--- src/rtl/cordic_pkg.sv ---
package cordic_pkg;

    // State of the output register bank
    typedef enum logic {
        OUT_EMPTY = 1'b0,
        OUT_FRESH = 1'b1
    } out_state_e;

    // Arctangent of 2^-idx in the angle code (4096 per 45 degrees)
    function automatic int atan_code(input int idx);
        int r;
        case (idx)
            0:       r = 4096;
            1:       r = 2418;
            2:       r = 1277;
            3:       r = 648;
            4:       r = 325;
            5:       r = 162;
            6:       r = 81;
            7:       r = 40;
            8:       r = 20;
            9:       r = 10;
            10:      r = 5;
            11:      r = 3;
            default: r = 1;
        endcase
        return r;
    endfunction

endpackage

--- src/rtl/cordic_stage.sv ---
module cordic_stage #(
    parameter int W   = 15,
    parameter int ZW  = 15,
    parameter int IDX = 0
) (
    input  logic signed [W-1:0]  x_in,
    input  logic signed [W-1:0]  y_in,
    input  logic signed [ZW-1:0] z_in,
    output logic signed [W-1:0]  x_out,
    output logic signed [W-1:0]  y_out,
    output logic signed [ZW-1:0] z_out
);
    import cordic_pkg::*;

    localparam int                 ATAN_I = atan_code(IDX);
    localparam logic signed [ZW-1:0] ATAN = ZW'(ATAN_I);

    logic signed [W-1:0] x_sh;
    logic signed [W-1:0] y_sh;

    always_comb begin
        x_sh = x_in >>> IDX;
        y_sh = y_in >>> IDX;
        if (!z_in[ZW-1]) begin
            x_out = x_in - y_sh;
            y_out = y_in + x_sh;
            z_out = z_in - ATAN;
        end else begin
            x_out = x_in + y_sh;
            y_out = y_in - x_sh;
            z_out = z_in + ATAN;
        end
    end

endmodule

--- src/rtl/cordic_range_chk.sv ---
module cordic_range_chk #(
    parameter int ZW    = 15,
    parameter int LIMIT = 9000
) (
    input  logic signed [ZW-1:0] angle,
    output logic                 in_range
);
    localparam logic signed [ZW-1:0] LIM_P = ZW'(LIMIT);
    localparam logic signed [ZW-1:0] LIM_N = -LIM_P;

    always_comb begin
        in_range = (angle <= LIM_P) && (angle >= LIM_N);
    end

endmodule

--- src/rtl/cordic_out_reg.sv ---
module cordic_out_reg #(
    parameter int W = 15
) (
    input  logic                clk,
    input  logic                rst_n,
    input  logic                accept,
    input  logic signed [W-1:0] cos_d,
    input  logic signed [W-1:0] sin_d,
    output logic                out_valid,
    output logic signed [W-1:0] cos_q,
    output logic signed [W-1:0] sin_q
);
    import cordic_pkg::*;

    out_state_e state_q;
    out_state_e state_d;

    always_comb begin
        unique case (state_q)
            OUT_EMPTY: state_d = accept ? OUT_FRESH : OUT_EMPTY;
            OUT_FRESH: state_d = accept ? OUT_FRESH : OUT_EMPTY;
        endcase
    end

    always_ff @(posedge clk or negedge rst_n) begin
        if (!rst_n) begin
            state_q <= OUT_EMPTY;
        end else begin
            state_q <= state_d;
        end
    end

    always_ff @(posedge clk or negedge rst_n) begin
        if (!rst_n) begin
            cos_q <= '0;
            sin_q <= '0;
        end else if (accept) begin
            cos_q <= cos_d;
            sin_q <= sin_d;
        end
    end

    assign out_valid = (state_q == OUT_FRESH);


    valid_after_accept_chk: assert property (@(posedge clk) disable iff (!rst_n)
        accept |=> out_valid);


    hold_when_idle_chk: assert property (@(posedge clk) disable iff (!rst_n)
        !accept |=> ($stable(cos_q) && $stable(sin_q) && !out_valid));

endmodule

--- src/rtl/cordic_sincos.sv ---
module cordic_sincos #(
    parameter int DW        = 15,
    parameter int AW        = 15,
    parameter int ITER      = 10,
    parameter int X_INIT    = 4975,
    parameter int ANG_LIMIT = 9000
) (
    input  logic                 clk,
    input  logic                 rst_n,
    input  logic                 in_valid,
    input  logic signed [AW-1:0] in_angle,
    output logic                 out_valid,
    output logic signed [DW-1:0] out_cos,
    output logic signed [DW-1:0] out_sin
);
    localparam logic signed [DW-1:0] X0      = DW'(X_INIT);
    localparam int                   ONE_I   = 1 << (DW - 2);
    localparam logic signed [DW-1:0] BOUND   = DW'(ONE_I + 64);
    localparam logic signed [AW-1:0] RESID_B = AW'(32);

    logic signed [DW-1:0] x_s [ITER+1];
    logic signed [DW-1:0] y_s [ITER+1];
    logic signed [AW-1:0] z_s [ITER+1];
    logic                 angle_ok;
    logic                 accept;

    cordic_range_chk #(.ZW(AW), .LIMIT(ANG_LIMIT)) u_range (
        .angle    (in_angle),
        .in_range (angle_ok)
    );

    assign accept = in_valid && angle_ok;
    assign x_s[0] = X0;
    assign y_s[0] = '0;
    assign z_s[0] = in_angle;

    for (genvar g = 0; g < ITER; g++) begin : g_stage
        cordic_stage #(.W(DW), .ZW(AW), .IDX(g)) u_stage (
            .x_in  (x_s[g]),
            .y_in  (y_s[g]),
            .z_in  (z_s[g]),
            .x_out (x_s[g+1]),
            .y_out (y_s[g+1]),
            .z_out (z_s[g+1])
        );
    end

    cordic_out_reg #(.W(DW)) u_out (
        .clk       (clk),
        .rst_n     (rst_n),
        .accept    (accept),
        .cos_d     (x_s[ITER]),
        .sin_d     (y_s[ITER]),
        .out_valid (out_valid),
        .cos_q     (out_cos),
        .sin_q     (out_sin)
    );

    // the chain drives the residual angle close to zero
    resid_small_chk: assert property (@(posedge clk) disable iff (!rst_n)
        accept |-> (z_s[ITER] <= RESID_B && z_s[ITER] >= -RESID_B));


    reject_no_valid_chk: assert property (@(posedge clk) disable iff (!rst_n)
        (in_valid && !angle_ok) |=> (!out_valid && $stable(out_cos) && $stable(out_sin)));


    cos_bound_chk: assert property (@(posedge clk) disable iff (!rst_n)
        out_valid |-> (out_cos <= BOUND && out_cos >= -BOUND));


    sin_bound_chk: assert property (@(posedge clk) disable iff (!rst_n)
        out_valid |-> (out_sin <= BOUND && out_sin >= -BOUND));

endmodule

--- config.mk ---
export PLATFORM = sky130hd
export DESIGN_NAME = cordic_sincos
export DESIGN_NICKNAME = d
export VERILOG_FILES = /design/src/rtl/cordic_pkg.sv /design/src/rtl/cordic_stage.sv /design/src/rtl/cordic_range_chk.sv /design/src/rtl/cordic_out_reg.sv /design/src/rtl/cordic_sincos.sv
export SDC_FILE = /design/constraint.sdc
export NUM_CORES = 1
export LEC_CHECK = 0
export BUFFER_PORTS_ARGS = -buffer_cell sky130_fd_sc_hd__buf_4
export CAP_MARGIN = 20
export CELL_PAD_IN_SITES_DETAIL_PLACEMENT = 0
export CELL_PAD_IN_SITES_GLOBAL_PLACEMENT = 1
export CORE_MARGIN = 5
export CORE_UTILIZATION = 50
export DETAILED_ROUTE_END_ITERATION = 8
export PLACE_DENSITY = 0.88
export SYNTH_ARGS = -nofsm -noshare
export SYNTH_HDL_FRONTEND = slang
export SYNTH_HIERARCHICAL = 1
export SYNTH_SLANG_ARGS = --single-unit
--- constraint.sdc ---
create_clock -name clk -period 0.88 [get_ports clk]
set_input_delay 0.044 -clock clk [delete_from_list [all_inputs] [get_ports clk]]
set_output_delay 0.044 -clock clk [all_outputs]
set_load 0.01 [all_outputs]
==> summary.md, run 1 <==
| Metric | Value |
|---|---|
| Placed cells | 4970 |
| Total grt overflow | 104 |
| Row cnt | 80 |
| Die Wd | 229.3 µm |
| Status | did not finish |
| Global Route Usage Sum | 61.87% |
| Syn Area/Cell | 7.564 µm² |
| Detailed placement HPWL | 69540 µm |
| Worst_ep kind | sequential cell input |
| Initial Utilization | 50.49% |
| Pin count of the biggest net entering global routing | 32 |
| Synth Instances | 3180 |
| CTS Buffer Depth | 2 |
| GP Congestion | 1.005 |
| CTS buffer count | 5 |
| IO buf count | 48 |
| Die Height | 229.3 µm |
| Yosys warns | 6 |
| # IOs | 49 |
| Halt Stage | global routing |
| Htree depth | 2 |
| CTS root buf | clkbuf_16 |
| Worst_ep grt | u_out/sin_q[12]$_DFFE_PN0P_/D |
| Area of the mapped netlist | 24050 µm² |
| First Error | [ERROR GRT-0232] Routing congestion too high. Check the congestion heatmap in the GUI. |
[stage by stage]
step	worst slack (ns)	setup TNS, ns	hold slack [ns]	instance area (µm²)
2_1_floorplan	-17.43	-504.13	-0.2516	25110
3_3_place_gp	-18.56	-531.42	-0.02025	34210
3_5_place_dp	-19.13	-546.89	0.001026	34210
4_1_cts	-17.18	-499.25	0.2596	37650
[metal layers]
metal	GRT overflow	track usage [%]
met5	0	25.37
met4	55	62.77
met3	1	46.66
met2	46	80.97
met1	2	58.27
[repair_timing]
action	in CTS
hold buffers	1
setup endpoints to repair	35
resized for setup	438
endpoints found under the hold margin	31
pin swaps	245
buffers inserted	159
==> run 2, diff against run 1 <==
--- a/config.mk
+++ b/config.mk
@@ -7,12 +7,10 @@
 export LEC_CHECK = 0
 export BUFFER_PORTS_ARGS = -buffer_cell sky130_fd_sc_hd__buf_4
 export CAP_MARGIN = 20
-export CELL_PAD_IN_SITES_DETAIL_PLACEMENT = 0
-export CELL_PAD_IN_SITES_GLOBAL_PLACEMENT = 1
 export CORE_MARGIN = 5
-export CORE_UTILIZATION = 50
+export CORE_UTILIZATION = 40
 export DETAILED_ROUTE_END_ITERATION = 8
-export PLACE_DENSITY = 0.88
+export PLACE_DENSITY_LB_ADDON = 0.15
 export SYNTH_ARGS = -nofsm -noshare
 export SYNTH_HDL_FRONTEND = slang
 export SYNTH_HIERARCHICAL = 1
==> run 2 against run 1 <==
The flow now finishes, with violations (negative setup slack). Area after synthesis is the same. Synthesized cell count unchanged.
==> summary.md, run 2 <==
| Metric | Value |
|---|---|
| CTS Buffer Depth | 2 (unchanged) |
| Die Height | 255.2 µm (was 229.3 µm) |
| Die Wd | 255.2 µm (was 229.3 µm) |
| Final Hold Viols | 0 |
| CTS root buf | clkbuf_16 (unchanged) |
| Antenna viol nets, final | 0 |
| WP data arrival | 18.53 ns |
| Vias in the first global route | 29180 |
| Slew Viols, Final | 0 |
| Failing checks | negative setup slack |
| Row cnt | 89 (was 80) |
| Worst EP required | 1.04 ns |
| CTS tree | yes |
| Avg WL per Cell | 16.20 µm |
| Final worst slack | -17.50 ns |
| Fmax | 0.05441 GHz |
| Num Clock Sinks | 31 |
| IO buf count | 48 (unchanged) |
| Fin crit share | 2089% |
| Status | finished with violations (was did not finish) |
| Tmin final | 18.38 ns |
| Pre-antenna DRT Iters | 5 |
| Total grt overflow | 0 |
| Min-Delay Path Class | in2async |
| Core area | 59240 µm² |
| Max_slew headroom | 51.91% |
| Global Route Usage Sum | 24.73% |
| Max-cap violations | 0 |
| Worst-Margin Slew | 0.7013 ns |
| RSZ-0062 raised after global routing | true |
| Crit path kind | in2reg |
| Final WL | 87080 µm |
| Vias | 28550 |
| N_diodes | 0 |
| CP most frequent cell | buf_4 |
| First DRT Iteration DRCs | 1454 |
| Pin count of the biggest net entering global routing | 32 |
| Clk Latency, worst-skew pair | 0.27 ns |
| Clock slew at reported path FFs | 0.05 ns |
| Setup crit end kind | register |
| Layout cells sized above 1 | 46.84% |
| Initial Utilization | 40.60% (was 50.49%) |
| Setup Slack @ Placement | -19.21 ns (was -19.13 ns) |
| CP Buf/Inv Count | 21 |
| Synth Instances | 3180 (unchanged) |
| First-pass GRT wire length | 137500 µm |
| Commonest non-fill, non-tap cells in the layout | 1292 x buf_4, 371 x ha_1, 252 x a21oi_1 |
| Max stage delay cell, worst path | or4_4 |
| Fin nets | 5099 |
| CP delay by family, top | compound AO/OA/AOI/OAI gates |
| Worst Setup Start Kind | input port |
| Most common cell after layout, fill and taps aside | buf_4 |
| GP Congestion | 0.9319 (was 1.005) |
| Yosys warns | 6 (unchanged) |
| Antenna violations before repair | 0 |
| Htree depth | 2 (unchanged) |
| # setup viols final | 31 |
| Critical path's largest stage delay | 0.59 ns |
| Vias/cell | 5.311 |
| Worst Path Max Fanout | 5 |
| # IOs | 49 (unchanged) |
| DRC | 0 |
| Die area | 65140 µm² |
| Area of the mapped netlist | 24050 µm² (unchanged) |
| Syn Area/Cell | 7.564 µm² (unchanged) |
| Detailed placement HPWL | 68320 µm (was 69540 µm) |
| Worst Clk Skew | 0 ns |
| CTS buffer count | 5 (unchanged) |
| Area Growth Syn to Fin | 69.19% |
-- run 2: what timing repair did --
| item | CTS | global route |
|---|---|---|
| cloned | 1 | 2 |
| setup buffers | 169 | 87 |
| resized for setup | 465 | 379 |
| pin swaps | 295 | 242 |
| hold buffers | 1 | 0 |
| hold endpoints to repair | 31 | 0 |
| setup endpoints to repair | 33 | 40 |
-- run 2: final timing paths --
check                               start               to  slack [ns]  cells after the start
min in group clk                 in_valid  u_out/out_valid        0.28                      3
max in group asynchronous           rst_n  u_out/cos_q[10]        0.34                      2
hold reg to reg            u_out/cos_q[3]   u_out/cos_q[3]        0.51                      1
setup reg to reg           u_out/cos_q[5]   u_out/cos_q[5]        0.06                      1
setup / recovery             in_angle[14]  u_out/cos_q[11]      -17.50                     97
hold / removal                      rst_n   u_out/sin_q[7]        0.25                      2
-- run 2: through the flow --
stage	cell area (µm²)	hold WS (ns)	utilization [%]	instances	setup TNS, ns
after floorplan	25110	-0.2516	-	3269	-504.13
after global placement	34480	-0.01474	58.20	5136	-543.12
after detailed placement	34480	-0.002662	58.20	5136	-550.04
after CTS	38300	0.2633	64.65	5306	-501.40
after global routing	40700	0.2672	68.70	5376	-532.73
final	40700	0.2493	68.70	5376	-509.00
-- run 2: area by class of cell --
| cell class | instances | area [µm²] |
|---|---|---|
| Tap cell | 773 | 967.2 |
| Clock inverter | 2 | 35.03 |
| Clock buffer | 6 | 138.9 |
| Inverter | 207 | 797.0 |
| Sequential cell | 31 | 775.7 |
| Timing Repair Buffer | 1409 | 11160 |
| Multi-Input combinational cell | 2948 | 26820 |
| Fill cell | 4649 | 18540 |
-- run 2: layer usage --
layer | routed length [µm] | part of all wire [%] | track usage, %
met5 | 0 | 0 | 0
met4 | 3017 | 3.5 | 7.111
met3 | 2604 | 3.0 | 1.860
met2 | 44600 | 51 | 46.98
met1 | 36860 | 42 | 29.72
Power of run 2 is left out: the tool's default activity adds up to more than one toggle a clock period on the data nets, which glitch-free logic cannot reach.
==> run 3, diff against run 2 <==
--- a/config.mk
+++ b/config.mk
@@ -7,6 +7,8 @@
 export LEC_CHECK = 0
 export BUFFER_PORTS_ARGS = -buffer_cell sky130_fd_sc_hd__buf_4
 export CAP_MARGIN = 20
+export CELL_PAD_IN_SITES_DETAIL_PLACEMENT = 1
+export CELL_PAD_IN_SITES_GLOBAL_PLACEMENT = 1
 export CORE_MARGIN = 5
 export CORE_UTILIZATION = 40
 export DETAILED_ROUTE_END_ITERATION = 8
==> run 3 against run 2 <==
The run now fails in global routing. Area after synthesis did not move. Synthesized cell count did not move.
==> summary.md, run 3 <==
| Metric | Value |
|---|---|
| Worst_ep grt | u_out/sin_q[11]$_DFFE_PN0P_/D |
| IO buf count | 48 (unchanged) |
| CTS root buf | clkbuf_16 (unchanged) |
| Halt Stage | global routing |
| Pin count of the biggest net entering global routing | 32 |
| CTS Buffer Depth | 2 (unchanged) |
| Yosys warns | 6 (unchanged) |
| Htree depth | 2 (unchanged) |
| Status | did not finish (was finished with violations) |
| Area of the mapped netlist | 24050 µm² (unchanged) |
| Global Route Usage Sum | 71.39% |
| CTS buffer count | 5 (unchanged) |
| GP Congestion | 0.9282 (was 0.9319) |
| Row cnt | 89 (unchanged) |
| Die Wd | 255.2 µm (unchanged) |
| Synth Instances | 3180 (unchanged) |
| Worst_ep kind | sequential cell input |
| Detailed placement HPWL | 84950 µm (was 68320 µm) |
| Die Height | 255.2 µm (unchanged) |
| First Error | [ERROR GRT-0232] Routing congestion too high. Check the congestion heatmap in the GUI. |
| # IOs | 49 (unchanged) |
| Initial Utilization | 40.60% (unchanged) |
| Total grt overflow | 322 |
| Syn Area/Cell | 7.564 µm² (unchanged) |
run 3: metal layers:
layer	GRT usage (%)	overflow
met1	67.33	7
met5	21.76	0
met2	92.75	218
met4	76.00	90
met3	53.24	7
run 3: repair_timing:
item / 4_1_cts
gates resized for setup: 455
gates cloned: 1
hold endpoints to repair: 31
endpoints found under the setup margin: 37
buffers inserted: 119
pin swaps: 239
hold buffers: 1
run 3: through the flow:
step | setup slack, ns | hold slack (ns) | area (µm²) | std cells | setup TNS [ns]
floorplan | -17.43 | -0.2516 | 25110 | 3269 | -504.13
global placement | -19.14 | -0.01619 | 34440 | 5127 | -548.59
detailed placement | -19.71 | 0.008105 | 34440 | 5127 | -567.97
CTS | -17.49 | 0.2566 | 37770 | 5249 | -512.25
